### config.mk
export PLATFORM = sky130hd
export DESIGN_NAME = gpio_bank_top
export DESIGN_NICKNAME = d
export VERILOG_FILES = /design/src/rtl/gpio_pkg.sv /design/src/rtl/gpio_sync.sv /design/src/rtl/gpio_debounce.sv /design/src/rtl/gpio_irq_detect.sv /design/src/rtl/gpio_bank_top.sv
export SDC_FILE = /design/constraint.sdc
export NUM_CORES = 1
export LEC_CHECK = 0
export ABC_AREA = 0
export ABC_CLOCK_PERIOD_IN_PS = 4200
export BUFFER_PORTS_ARGS = -buffer_cell sky130_fd_sc_hd__buf_2
export CORE_MARGIN = 2
export CORE_UTILIZATION = 35
export DETAILED_ROUTE_END_ITERATION = 10
export GPL_ROUTABILITY_DRIVEN = 1
export PLACE_DENSITY = 0.52
export SYNTH_ARGS = -nofsm -noshare
export SYNTH_HDL_FRONTEND = slang
export SYNTH_SLANG_ARGS = --single-unit
export TNS_END_PERCENT = 100
### constraint.sdc
create_clock -name clk -period 4.2 [get_ports clk]
set_input_delay 1.26 -clock clk [delete_from_list [all_inputs] [get_ports clk]]
set_output_delay 1.26 -clock clk [all_outputs]
set_load 0.02 [all_outputs]
### src/rtl/gpio_pkg.sv
`timescale 1ns/1ps
package gpio_pkg;
  localparam int BUS_W  = 32;
  localparam int ADDR_W = 8;

  localparam logic [ADDR_W-1:0] A_DOUT  = 8'h00;
  localparam logic [ADDR_W-1:0] A_DIN   = 8'h04;
  localparam logic [ADDR_W-1:0] A_OE    = 8'h08;
  localparam logic [ADDR_W-1:0] A_BYP   = 8'h0C;
  localparam logic [ADDR_W-1:0] A_SET   = 8'h10;
  localparam logic [ADDR_W-1:0] A_CLR   = 8'h14;
  localparam logic [ADDR_W-1:0] A_PEN   = 8'h18;
  localparam logic [ADDR_W-1:0] A_PTYP  = 8'h1C;
  localparam logic [ADDR_W-1:0] A_IEN   = 8'h20;
  localparam logic [ADDR_W-1:0] A_RAW   = 8'h24;
  localparam logic [ADDR_W-1:0] A_MSKD  = 8'h28;
  localparam logic [ADDR_W-1:0] A_IMASK = 8'h2C;
  localparam logic [ADDR_W-1:0] A_ICLR  = 8'h30;
  localparam logic [ADDR_W-1:0] A_TRIG  = 8'h34;
  localparam logic [ADDR_W-1:0] A_BOTH  = 8'h38;
  localparam logic [ADDR_W-1:0] A_POL   = 8'h3C;
  localparam logic [ADDR_W-1:0] A_DBEN  = 8'h40;
  localparam logic [ADDR_W-1:0] A_PSC   = 8'h44;

  typedef enum logic {TRIG_EDGE = 1'b0, TRIG_LEVEL = 1'b1} trig_e;
endpackage

### src/rtl/gpio_sync.sv
`timescale 1ns/1ps
module gpio_sync #(
  parameter int W      = 32,
  parameter int STAGES = 2
) (
  input  logic         clk,
  input  logic         rst_n,
  input  logic [W-1:0] d,
  output logic [W-1:0] q
);
  logic [W-1:0] st [STAGES];

  always_ff @(posedge clk or negedge rst_n) begin
    if (!rst_n) begin
      for (int k = 0; k < STAGES; k++) st[k] <= '0;
    end else begin
      st[0] <= d;
      for (int k = 1; k < STAGES; k++) st[k] <= st[k-1];
    end
  end

  assign q = st[STAGES-1];
endmodule

### src/rtl/gpio_debounce.sv
`timescale 1ns/1ps
module gpio_debounce #(
  parameter int W     = 32,
  parameter int PSC_W = 16
) (
  input  logic             clk,
  input  logic             rst_n,
  input  logic [W-1:0]     din,
  input  logic [PSC_W-1:0] psc,
  output logic [W-1:0]     filt,
  output logic             tick
);
  logic [PSC_W-1:0] cnt;
  logic [W-1:0]     last;
  logic             psc_zero;

  assign psc_zero = (psc == '0);
  assign tick     = !psc_zero && (cnt >= psc - 1'b1);

  always_ff @(posedge clk or negedge rst_n) begin
    if (!rst_n)                cnt <= '0;
    else if (psc_zero || tick) cnt <= '0;
    else                       cnt <= cnt + 1'b1;
  end

  // Per pin: take the new sample only where it matches the previous one.
  always_ff @(posedge clk or negedge rst_n) begin
    if (!rst_n) begin
      last <= '0;
      filt <= '0;
    end else if (tick) begin
      last <= din;
      filt <= (din & ~(din ^ last)) | (filt & (din ^ last));
    end
  end

  AST_FILT_ONLY_ON_TICK: assert property (@(posedge clk) disable iff (!rst_n)
    !tick |=> $stable(filt));
  AST_NO_TICK_AT_ZERO: assert property (@(posedge clk) disable iff (!rst_n)
    psc_zero |=> $stable(filt));
endmodule

### src/rtl/gpio_irq_detect.sv
`timescale 1ns/1ps
module gpio_irq_detect
  import gpio_pkg::*;
#(
  parameter int W = 32
) (
  input  logic         clk,
  input  logic         rst_n,
  input  logic [W-1:0] det_in,
  input  logic [W-1:0] en,
  input  logic [W-1:0] trig,
  input  logic [W-1:0] both,
  input  logic [W-1:0] pol,
  input  logic [W-1:0] blocked,
  input  logic [W-1:0] clr,
  output logic [W-1:0] raw_q
);
  logic [W-1:0] prev;
  logic [W-1:0] live;
  logic [W-1:0] nxt;

  assign live = en & ~blocked;

  for (genvar gi = 0; gi < W; gi++) begin : g_pin
    logic rise, fall, edge_ev, lvl;
    assign rise    = det_in[gi] & ~prev[gi];
    assign fall    = ~det_in[gi] & prev[gi];
    assign edge_ev = both[gi] ? (rise | fall) : (pol[gi] ? fall : rise);
    assign lvl     = det_in[gi] ^ pol[gi];
    assign nxt[gi] = (trig[gi] == TRIG_LEVEL) ? (live[gi] & lvl)
                   : ((live[gi] & edge_ev) | (raw_q[gi] & ~clr[gi]));
  end

  always_ff @(posedge clk or negedge rst_n) begin
    if (!rst_n) begin
      prev  <= '0;
      raw_q <= '0;
    end else begin
      prev  <= det_in;
      raw_q <= nxt;
    end
  end

  AST_EDGE_STICKY: assert property (@(posedge clk) disable iff (!rst_n)
    ((raw_q & ~trig & ~clr) != '0) |=>
      (($past(raw_q & ~trig & ~clr) & ~trig & ~raw_q) == '0));
  AST_DISABLED_QUIET: assert property (@(posedge clk) disable iff (!rst_n)
    ((~en & ~raw_q) != '0) |=> (($past(~en & ~raw_q) & raw_q) == '0));
  AST_BLOCKED_QUIET: assert property (@(posedge clk) disable iff (!rst_n)
    ((blocked & ~raw_q) != '0) |=> (($past(blocked & ~raw_q) & raw_q) == '0));
endmodule

### src/rtl/gpio_bank_top.sv
`timescale 1ns/1ps
module gpio_bank_top
  import gpio_pkg::*;
#(
  parameter int PINS     = 32,
  parameter int PSC_W    = 16,
  parameter int SYNC_STG = 2
) (
  input  logic              clk,
  input  logic              rst_n,
  input  logic              bus_wr,
  input  logic [ADDR_W-1:0] bus_addr,
  input  logic [BUS_W-1:0]  bus_wdata,
  output logic [BUS_W-1:0]  bus_rdata,
  input  logic [PINS-1:0]   pin_in,
  output logic [PINS-1:0]   pin_out,
  output logic [PINS-1:0]   pin_oe,
  output logic [PINS-1:0]   pin_pull_en,
  output logic [PINS-1:0]   pin_pull_up,
  output logic [PINS-1:0]   pin_bypass,
  output logic              irq
);
  logic [PINS-1:0]  dout_r, oe_r, byp_r, pen_r, ptyp_r;
  logic [PINS-1:0]  ien_r, imask_r, trig_r, both_r, pol_r, dben_r;
  logic [PSC_W-1:0] psc_r;
  logic [PINS-1:0]  wbits, clr_bits, sync_in, filt, det_in, blocked, raw, masked;
  logic             tick;

  assign wbits = bus_wdata[PINS-1:0];

  always_ff @(posedge clk or negedge rst_n) begin
    if (!rst_n) begin
      dout_r <= '0; oe_r <= '0; byp_r <= '0; pen_r <= '0; ptyp_r <= '0;
      ien_r <= '0; imask_r <= '0; trig_r <= '0; both_r <= '0; pol_r <= '0;
      dben_r <= '0; psc_r <= '0;
    end else if (bus_wr) begin
      case (bus_addr)
        A_DOUT:  dout_r  <= wbits;
        A_SET:   dout_r  <= dout_r | wbits;
        A_CLR:   dout_r  <= dout_r & ~wbits;
        A_OE:    oe_r    <= wbits;
        A_BYP:   byp_r   <= wbits;
        A_PEN:   pen_r   <= wbits;
        A_PTYP:  ptyp_r  <= wbits;
        A_IEN:   ien_r   <= wbits;
        A_IMASK: imask_r <= wbits;
        A_TRIG:  trig_r  <= wbits;
        A_BOTH:  both_r  <= wbits;
        A_POL:   pol_r   <= wbits;
        A_DBEN:  dben_r  <= wbits;
        A_PSC:   psc_r   <= bus_wdata[PSC_W-1:0];
        default: ;
      endcase
    end
  end

  assign clr_bits = (bus_wr && bus_addr == A_ICLR) ? wbits : '0;

  gpio_sync #(.W(PINS), .STAGES(SYNC_STG)) u_sync (
    .clk(clk), .rst_n(rst_n), .d(pin_in), .q(sync_in));

  gpio_debounce #(.W(PINS), .PSC_W(PSC_W)) u_dbnc (
    .clk(clk), .rst_n(rst_n), .din(sync_in), .psc(psc_r),
    .filt(filt), .tick(tick));

  assign det_in  = (dben_r & filt) | (~dben_r & sync_in);
  assign blocked = dben_r & {PINS{psc_r == '0}};

  gpio_irq_detect #(.W(PINS)) u_det (
    .clk(clk), .rst_n(rst_n), .det_in(det_in), .en(ien_r), .trig(trig_r),
    .both(both_r), .pol(pol_r), .blocked(blocked), .clr(clr_bits), .raw_q(raw));

  assign masked      = raw & ~imask_r;
  assign irq         = |masked;
  assign pin_out     = dout_r;
  assign pin_oe      = oe_r;
  assign pin_pull_en = pen_r;
  assign pin_pull_up = ptyp_r;
  assign pin_bypass  = byp_r;

  always_comb begin
    bus_rdata = '0;
    case (bus_addr)
      A_DOUT:  bus_rdata = BUS_W'(dout_r);
      A_DIN:   bus_rdata = BUS_W'(sync_in);
      A_OE:    bus_rdata = BUS_W'(oe_r);
      A_BYP:   bus_rdata = BUS_W'(byp_r);
      A_PEN:   bus_rdata = BUS_W'(pen_r);
      A_PTYP:  bus_rdata = BUS_W'(ptyp_r);
      A_IEN:   bus_rdata = BUS_W'(ien_r);
      A_RAW:   bus_rdata = BUS_W'(raw);
      A_MSKD:  bus_rdata = BUS_W'(masked);
      A_IMASK: bus_rdata = BUS_W'(imask_r);
      A_TRIG:  bus_rdata = BUS_W'(trig_r);
      A_BOTH:  bus_rdata = BUS_W'(both_r);
      A_POL:   bus_rdata = BUS_W'(pol_r);
      A_DBEN:  bus_rdata = BUS_W'(dben_r);
      A_PSC:   bus_rdata = BUS_W'(psc_r);
      default: bus_rdata = '0;
    endcase
  end

  AST_SET_ATOMIC: assert property (@(posedge clk) disable iff (!rst_n)
    (bus_wr && bus_addr == A_SET) |=> ((dout_r & $past(wbits)) == $past(wbits)));
  AST_CLR_ATOMIC: assert property (@(posedge clk) disable iff (!rst_n)
    (bus_wr && bus_addr == A_CLR) |=> ((dout_r & $past(wbits)) == '0));
  AST_SET_KEEPS: assert property (@(posedge clk) disable iff (!rst_n)
    (bus_wr && bus_addr == A_SET) |=> ((dout_r & ~$past(wbits)) == $past(dout_r & ~wbits)));
endmodule

==> Word-level counts from Yosys, hierarchy flattened <==
Index checks and enable logic that the tools add are counted.
{ "op_classes": {"add_sub_neg": 2, "multipliers": 0, "n_div": 0, "n_mux": 100, "shift": 0, "eq_ne": 17, "reduce_logical": 20, "n_lt_le_gt_ge": 1, "n_bitwise": 369} }
{ "ops": {"columns": ["operator", "count"], "rows": [
  ["32-bit one-hot mux with 15 select lines", 1],
  ["32-bit AND", 8],
  ["1-bit AND", 160],
  ["32-bit inverter", 5],
  ["1-bit 2-to-1 mux", 96],
  ["1-bit inverter", 96],
  ["32-bit bitwise OR", 3],
  ["32-bit one-hot mux with 3 select lines", 1],
  ["8-bit by 6-bit == test with 1-bit output, second input constant", 8],
  ["1-bit bitwise OR", 64],
  ["8-bit by 5-bit == test with 1-bit output, second input constant", 4],
  ["32-bit 2-to-1 mux", 1],
  ["32-bit OR reduction", 1],
  ["1-bit XOR", 32],
  ["32-bit XOR", 1],
  ["2-bit AND reduction", 12],
  ["16-bit by 1-bit adder with 16-bit output, second input constant", 1],
  ["8-bit by 4-bit == test with 1-bit output, second input constant", 2],
  ["8-bit by 7-bit == test with 1-bit output, second input constant", 2],
  ["16-bit greater-or-equal comparator", 1],
  ["16-bit logical NOT", 1],
  ["16-bit 2-to-1 mux", 1],
  ["16-bit by 1-bit subtractor with 16-bit output, second input constant", 1],
  ["8-bit by 3-bit == test with 1-bit output, second input constant", 1],
  ["other kinds (5)", 6]
]} }
{ "word_totals": {"elab_cells": 528, "memories": 0, "rom_bits": 0, "in_bits": 75, "register_bits": 576, "ramBits": 0, "latch_bits": 0, "out_inout_bits": 193} }

==> Depth between registers and ports, before layout <==
Gate-level depths: netlist of the first run.
{ "logic_depth": {"ltp_word": 10, "ltp_mapped": 16, "mapped_depth_nobuf": 14} }

==> Modules after synthesis <==
A second synthesis of the first run with hierarchy kept.
{ "hier_totals": {"cells_unflattened": 2567, "hier_area_um2": 29819.8} }
{ "modules_own_cells": {"columns": ["mod", "instances", "area_each_um2", "cells_each"], "rows": [
  ["gpio_bank_top", 1, 18930.7, 1624],
  ["gpio_irq_detect", 1, 4684.5, 448],
  ["gpio_debounce", 1, 4362.9, 399],
  ["gpio_sync", 1, 1841.8, 96]
]} }

==> Least setup slack after synthesis of the first run <==
Ideal clock, no wire load.
{ "synth_timing": {"path_kind": "input to output", "start": "in bus_addr[6]", "end": "out bus_rdata[11]", "path_stages": 8, "required_time_ps": 2940, "t_arrival_ps": 3085, "setup_slack_ps": -145, "cell_sequence": "buf_2 -> or4b_1 -> buf_2 -> clkbuf_1 -> clkbuf_1 -> nor2_1 -> a221oi_1 -> o21ai_0"} }
{ "synth_between": {"elab_chain_cells": 2} }
{ "synth_lines": {"columns": ["item", "line_no", "text"], "rows": [
  ["start, declared", "gpio_bank_top.sv:12", "input logic [ADDR_W-1:0] bus_addr,"],
  ["8-bit by 7-bit == test with 1-bit output, or another cell as far along", "gpio_bank_top.sv:83", "case (bus_addr)"],
  ["32-bit one-hot mux with 15 select lines *", "gpio_bank_top.sv:83", null],
  ["end, declared", "gpio_bank_top.sv:14", "output logic [BUS_W-1:0] bus_rdata,"]
]} }
Every way passes the cells marked *; elsewhere a longest branch is shown, timed or not.

==> Worst setup path after layout of the first run <==
{ "layout_timing": {"start": "in bus_addr[1]", "end": "out bus_rdata[20]"} }
Same word-level chain as after synthesis.

==> impl_metrics.py, run 1 <==
metrics = {
    "floorplan": {
        "initial_core_util_pct": 35.4,
        "die_area_um2": 82600,
        "die_y_um": 287,
        "die_w_um": 287,
        "num_io_pins": 268,
        "fp.coreArea_um2": 79300,
        "fp-row-count": 103,
    },
    "run_status": {
        "failed_checks": "negative setup slack",
        "status": "complete, but fails checks",
    },
    "cells_and_area": {
        "fill_cells": 7296,
        "utilization_pct": 45.8,
        "area_delta_synth_final_pct": 29.2,
        "layout-drive-gt1-share_pct": 37.4,
        "n_antenna_cell": 0,
        "final_nets": 3101,
    },
    "pwr": {
        "swShare_pct": 28.0,
        "p_leak_uw": 0.0174,
        "internal-power_uw": 10300,
        "net-switching-power_uw": 4010,
        "p_per_area_nw_per_um2": 394,
        "ir_worst_vdd_mv": 0.289,
        "pwr-share-seq_pct": 44.1,
        "power_frac_comb_pct": 12.9,
        "p_clk_share_pct": 42.9,
        "finalPower_uw": 14300,
    },
    "timing": {
        "setup_viol": 32,
        "tightest_slew_ns": 0.765,
        "rsz0062_at_grt": "yes",
        "fin_crit_ns": 4.48,
        "layout_worst_path_cycle_share_pct": 107,
        "holdWs_ns": 0.346,
        "drv_slew": 0,
        "hold_viol_final": 0,
        "final.setup.tns_ns": -4.15,
        "fin_skew_ns": 0.0411,
        "relSlewSlack_pct": 48.9,
        "timing.fmax_mhz": 223,
        "fin_ws_ns": -0.282,
    },
    "detailed_routing": {
        "antenna_left": 0,
        "via_per_inst": 5.74,
        "vias": 23200,
        "wl_per_cell_um": 27.2,
        "wl_um": 110000,
        "dr.pass1.iters": 8,
        "first_iter_violations": 2485,
        "drc_errors": 0,
    },
    "global_route": {
        "grt_pass1_wl_um": 160000,
        "grt_pass1_vias": 23100,
        "antenna_found_initial": 1,
        "grt_overflow": 0,
        "grtUsageTotal_pct": 26.4,
        "grt_max_degree": 95,
    },
    "yosys": {
        "ys_seq_area_share_pct": 51.3,
        "synth_most_common_cell": "dfrtp_1",
        "ys.flop_type": "dfrtp_1",
        "syn_inst": 2467,
        "async_reset_ff_share_pct": 100,
        "synth.avg_cell_area_um2": 11.4,
        "synth_warnings": 0,
        "ys_top_cells_by_area": "dfrtp_1 (51%), mux2_2 (13%), ha_1 (3.7%)",
        "syn-num-nets": 2625,
        "yosys-top-cells-count": "dfrtp_1 (576), mux2_2 (313), nand2_1 (218)",
        "synth-edff-count": 0,
        "ys_ff_latch": 576,
        "synth_area_um2": 28100,
        "synth_top_area_share_pct": 51.3,
        "ys_types": 76,
        "synth_top_area_cell": "dfrtp_1",
    },
    "worst_setup_path": {
        "reg2reg_setup_slack_ns": 0.20,
        "crit_required_ns": 2.94,
        "crit_start": "bus_addr[1]",
        "startpoint_type": "primary input",
        "crit_arrival_ns": 3.22,
        "worst-path-max-fanout": 6,
        "r2r_start": "psc_r[3]",
        "crit_type": "in -> out",
        "cp-end-kind": "output pin",
    },
    "clock_tree": {
        "worstSkewPairLatency_ns": 0.63,
        "numClockSinks": 576,
        "clockRootBuffer": "clkbuf_16",
        "htree_levels": 3,
        "cts_tree": "done",
        "postCtsHoldBufs": 0,
        "clk_pin_slew_ns": 0.05,
        "numCtsBuffers": 70,
        "cts.path.max_buffers": 3,
    },
    "placed_design": {
        "port_buffers": 267,
        "hpwl_um": 78200,
        "gp_congestion": 0.928,
        "place_ws_ns": -0.638,
    },
    "hold_path": {
        "hp-class": "reg -> reg",
        "min_from": "u_sync.st[56]",
    },
    "job": {
        "max_cap_viol_count": 0,
    },
}
## state kept, by name, indices dropped and copies added, names as in the netlist, 32 cells and up, named ones only
register and count:
pin_oe 32, pin_bypass 32, both_r 32, u_det.prev 32, imask_r 32, dben_r 32
pol_r 32, u_sync.st 32, pin_out 32, pin_pull_up 32, pin_pull_en 32, u_sync.q 32
u_det.raw_q 32, u_dbnc.last 32, ien_r 32, trig_r 32
## power by group through the flow
stage                     Sequential [µW]  Combinational [µW]  Clock [µW]
after detailed placement             6390                1720           0
after global routing                 6350                2000        6490
after global placement               6380                1680           0
final                                6310                1850        6150
after CTS                            6300                1790        6260
after floorplan                      6330                 873           0
## worst max-delay path, stage by stage
cell and delay [ns]:
buf_8 0.11, buf_8 0.13, or4b_4 0.61, buf_6 0.16, nor2_4 0.14, buf_8 0.16
a22oi_2 0.08, nand2_1 0.09, a221oi_2 0.05, o211ai_1 0.20, buf_4 0.22
## cell type report
cell class | instances | area [µm²] | area share (%)
Clock buffer | 99 | 2050 | 5.66
Clock inverter | 25 | 263 | 0.724
Inverter | 123 | 462 | 1.27
Multi-Input combinational cell | 1615 | 13200 | 36.3
Sequential cell | 576 | 14400 | 39.7
Tap cell | 1050 | 1310 | 3.62
Timing Repair Buffer | 557 | 4610 | 12.7
## path summary, 6_finish.rpt
| check | to | depth (start not counted) |
|---|---|---|
| setup / recovery | bus_rdata[20] | 11 |
| hold / removal | u_sync.q[24] | 0 |
| setup reg to reg | flop | 14 |
| hold reg to reg | u_sync.q[24] | 0 |
| max in group asynchronous | u_det.prev[0] | 2 |
| min in group asynchronous | asynchronous set/reset pin | 1 |
## cell usage in the layout (no fill, tap or decap), types with 15 or more instances in the layout
cell type	instances
a211oi_1	65
a21oi_1	93
a221oi_1	15
a222oi_1	25
a22o_1	50
a22oi_1	47
a32o_1	35
buf_12	46
buf_2	227
buf_4	192
buf_6	74
buf_8	17
clkbuf_16	73
clkbuf_8	15
dfrtp_1	576
ha_1	83
inv_1	123
mux2_1	30
mux2_2	313
mux2i_1	55
nand2_1	210
nand3_1	86
nor2_1	57
nor2b_1	42
o21ai_0	88
o21ai_1	16
xnor2_1	44
## what timing repair did
item,CTS,global route
setup buffers,28,34
resized for setup,190,130
pin swaps,37,53
endpoints found under the setup margin,33,42
cloned,2,1
## per-layer routing
layer	global-route usage, %	routed length [µm]
met5	0	0
met4	11.5	4770
met3	4.33	8460
met2	41.3	50300
met1	36.0	46300
## kinds of logic after synthesis
| kind of cell | share of synthesized area [%] |
|---|---|
| AND/OR/NAND/NOR | 9.14 |
| XOR/XNOR | 1.78 |
| multiplexers | 16.0 |
| AO/OA/AOI/OAI | 13.9 |
| adder cells (fa/ha/maj) | 3.70 |
| buffers and inverters | 4.20 |
| flip-flops | 51.3 |
## metrics by stage
stage,area [µm²],instances
4_1_cts,35500,4011
3_3_place_gp,32100,3858
3_5_place_dp,32100,3858
5_1_grt,36300,4045
6_report,36300,4045
2_1_floorplan,28100,2467
Note: power is estimated with default switching activity, not from simulation.
==> run 2: changes to the inputs <==
--- a/constraint.sdc
+++ b/constraint.sdc
@@ -3,2 +3,2 @@
 set_output_delay 1.26 -clock clk [all_outputs]
-set_load 0.02 [all_outputs]
+set_load 0.01 [all_outputs]
==> run 2 against run 1 <==
Compared with the run above:
- clock-buffer cell count increased by 4
- combinational power down 4%
- fmax rose by 2.1%
- critical path depth stayed put
- first-iteration DRC count shrank 14%
- register-to-register slack better by 0.07 ns
- hold slack got worse by 0.0033 ns
- critical endpoint unchanged
- clock power decreased by 1%
- largest power group unchanged
- critical path type unchanged
- non-clock buffer count increased by 13
- final cell count increased by 0.35%
- the run still ends with negative setup slack left
==> impl_metrics.py, run 2 (synthesis gave the netlist of run 1 again) <==
metrics = {
    "clock_tree": {
        "htree_levels": 3,
        "postCtsHoldBufs": 0,
        "cts.path.max_buffers": 3,
        "worstSkewPairLatency_ns": 0.62,
        "cts_tree": "done",
        "numClockSinks": 576,
        "clockRootBuffer": "clkbuf_16",
        "numCtsBuffers": 69,
        "clk_pin_slew_ns": 0.06,
    },
    "timing": {
        "fin_crit_ns": 4.39,
        "layout_worst_path_cycle_share_pct": 105,
        "rsz0062_at_grt": "yes",
        "setup_viol": 31,
        "tightest_slew_ns": 0.764,
        "hold_viol_final": 0,
        "holdWs_ns": 0.343,
        "final.setup.tns_ns": -3.19,
        "relSlewSlack_pct": 47.7,
        "fin_ws_ns": -0.191,
        "drv_slew": 0,
        "fin_skew_ns": 0.0350,
        "timing.fmax_mhz": 228,
    },
    "pwr": {
        "p_per_area_nw_per_um2": 390,
        "p_leak_uw": 0.0176,
        "internal-power_uw": 10300,
        "power_frac_comb_pct": 12.6,
        "p_clk_share_pct": 42.8,
        "swShare_pct": 27.6,
        "pwr-share-seq_pct": 44.6,
        "finalPower_uw": 14200,
        "net-switching-power_uw": 3910,
        "ir_worst_vdd_mv": 0.295,
    },
    "run_status": {
        "status": "complete, but fails checks",
        "failed_checks": "negative setup slack",
    },
    "global_route": {
        "grt_max_degree": 91,
        "grt_pass1_vias": 23900,
        "grt_overflow": 0,
        "grtUsageTotal_pct": 26.7,
        "antenna_found_initial": 5,
        "grt_pass1_wl_um": 162000,
    },
    "worst_setup_path": {
        "worst-path-max-fanout": 7,
        "startpoint_type": "primary input",
        "cp-end-kind": "output pin",
        "crit_type": "in -> out",
        "crit_required_ns": 2.94,
        "crit_arrival_ns": 3.13,
    },
    "floorplan": {
        "die_w_um": 287,
        "num_io_pins": 268,
        "die_y_um": 287,
        "fp.coreArea_um2": 79300,
        "fp-row-count": 103,
        "initial_core_util_pct": 35.4,
        "die_area_um2": 82600,
    },
    "job": {
        "max_cap_viol_count": 0,
    },
    "placed_design": {
        "place_ws_ns": -0.495,
        "place_inst": 3869,
        "hpwl_um": 79700,
        "gp_congestion": 0.955,
        "port_buffers": 267,
    },
    "detailed_routing": {
        "via_per_inst": 5.75,
        "first_iter_violations": 2128,
        "wl_um": 110000,
        "antenna_left": 0,
        "vias": 23300,
        "dr.pass1.iters": 7,
        "drc_errors": 0,
        "wl_per_cell_um": 27.2,
    },
    "hold_path": {
        "hp-class": "reg -> reg",
    },
    "cells_and_area": {
        "final_cell_mix": "dfrtp_1 (576), mux2_2 (313), buf_2 (251), nand2_1 (208), buf_4 (187)",
        "fill_cells": 7339,
        "layout.cells.non_filler": 4059,
        "layout_commonest_cell": "dfrtp_1",
        "final_nets": 3113,
        "layout-drive-gt1-share_pct": 38.1,
        "area_delta_synth_final_pct": 29.4,
    },
}
-- run 2: changes by cell type in the layout (fill, tap and decap cells not counted), sizes merged --
cell / change
bufinv: -1
clkbuf: +3
buf: +14
diode: +2
inv: +1
clkinv: -3
clkinvlp: -2
-- run 2: layer usage --
| layer | GRT usage, % | share of wire [%] |
|---|---|---|
| met1 | 35.8 | 42 |
| met2 | 41.8 | 46 |
| met3 | 5.32 | 7.7 |
| met4 | 11.8 | 4.7 |
| met5 | 0 | 0 |
-- run 2: layout make-up --
| cell class | count | area, µm² | share of cell area (%) |
|---|---|---|---|
| Clock buffer | 103 | 2090 | 5.74 |
| Tap cell | 1050 | 1310 | 3.61 |
| Inverter | 123 | 462 | 1.27 |
| Multi-Input combinational cell | 1615 | 13300 | 36.5 |
| Timing Repair Buffer | 570 | 4610 | 12.7 |
| Sequential cell | 576 | 14400 | 39.6 |
| Antenna cell | 2 | 5.00 | 0.0138 |
| Clock inverter | 20 | 208 | 0.571 |
-- run 2: worst paths after layout --
path	startpoint	to	slack, ns	depth (start not counted)
hold / removal	u_sync.st[63]	u_sync.q[31]	0.34	0
setup / recovery	bus_addr[1]	bus_rdata[20]	-0.19	11
hold reg to reg	u_sync.st[63]	u_sync.q[31]	0.34	0
setup reg to reg	psc_r[0]	flop	0.27	15
min in group asynchronous	rst_n	u_det.raw_q[1]	0.70	1
max in group asynchronous	rst_n	pin_pull_en[29]	2.51	2
-- run 2: stage by stage --
step	util, %	cell area [µm²]
floorplan	-	28100
global placement	40.7	32200
detailed placement	40.7	32200
CTS	45.1	35700
global route	45.9	36400
finish	45.9	36400
-- run 2: critical path: stages --
cell and delay, ns:
buf_12 0.11, buf_8 0.13, or4b_4 0.58, buf_6 0.16, nor2_4 0.15, buf_6 0.16
a32oi_2 0.05, nand2_1 0.09, a221oi_2 0.04, o211ai_1 0.18, buf_2 0.21
-- run 2: power by group through the flow --
stage,Sequential (µW),Clock (µW),Combinational [µW]
CTS,6310,6180,1750
global placement,6390,0,1600
finish,6330,6070,1780
floorplan,6260,0,869
global route,6360,6420,1930
detailed placement,6400,0,1650
-- run 2: what timing repair did --
action | in CTS | in global routing
setup endpoints to repair | 33 | 42
buffers inserted | 41 | 25
gates cloned | 2 | 1
gates resized for setup | 210 | 105
pin swaps | 64 | 67
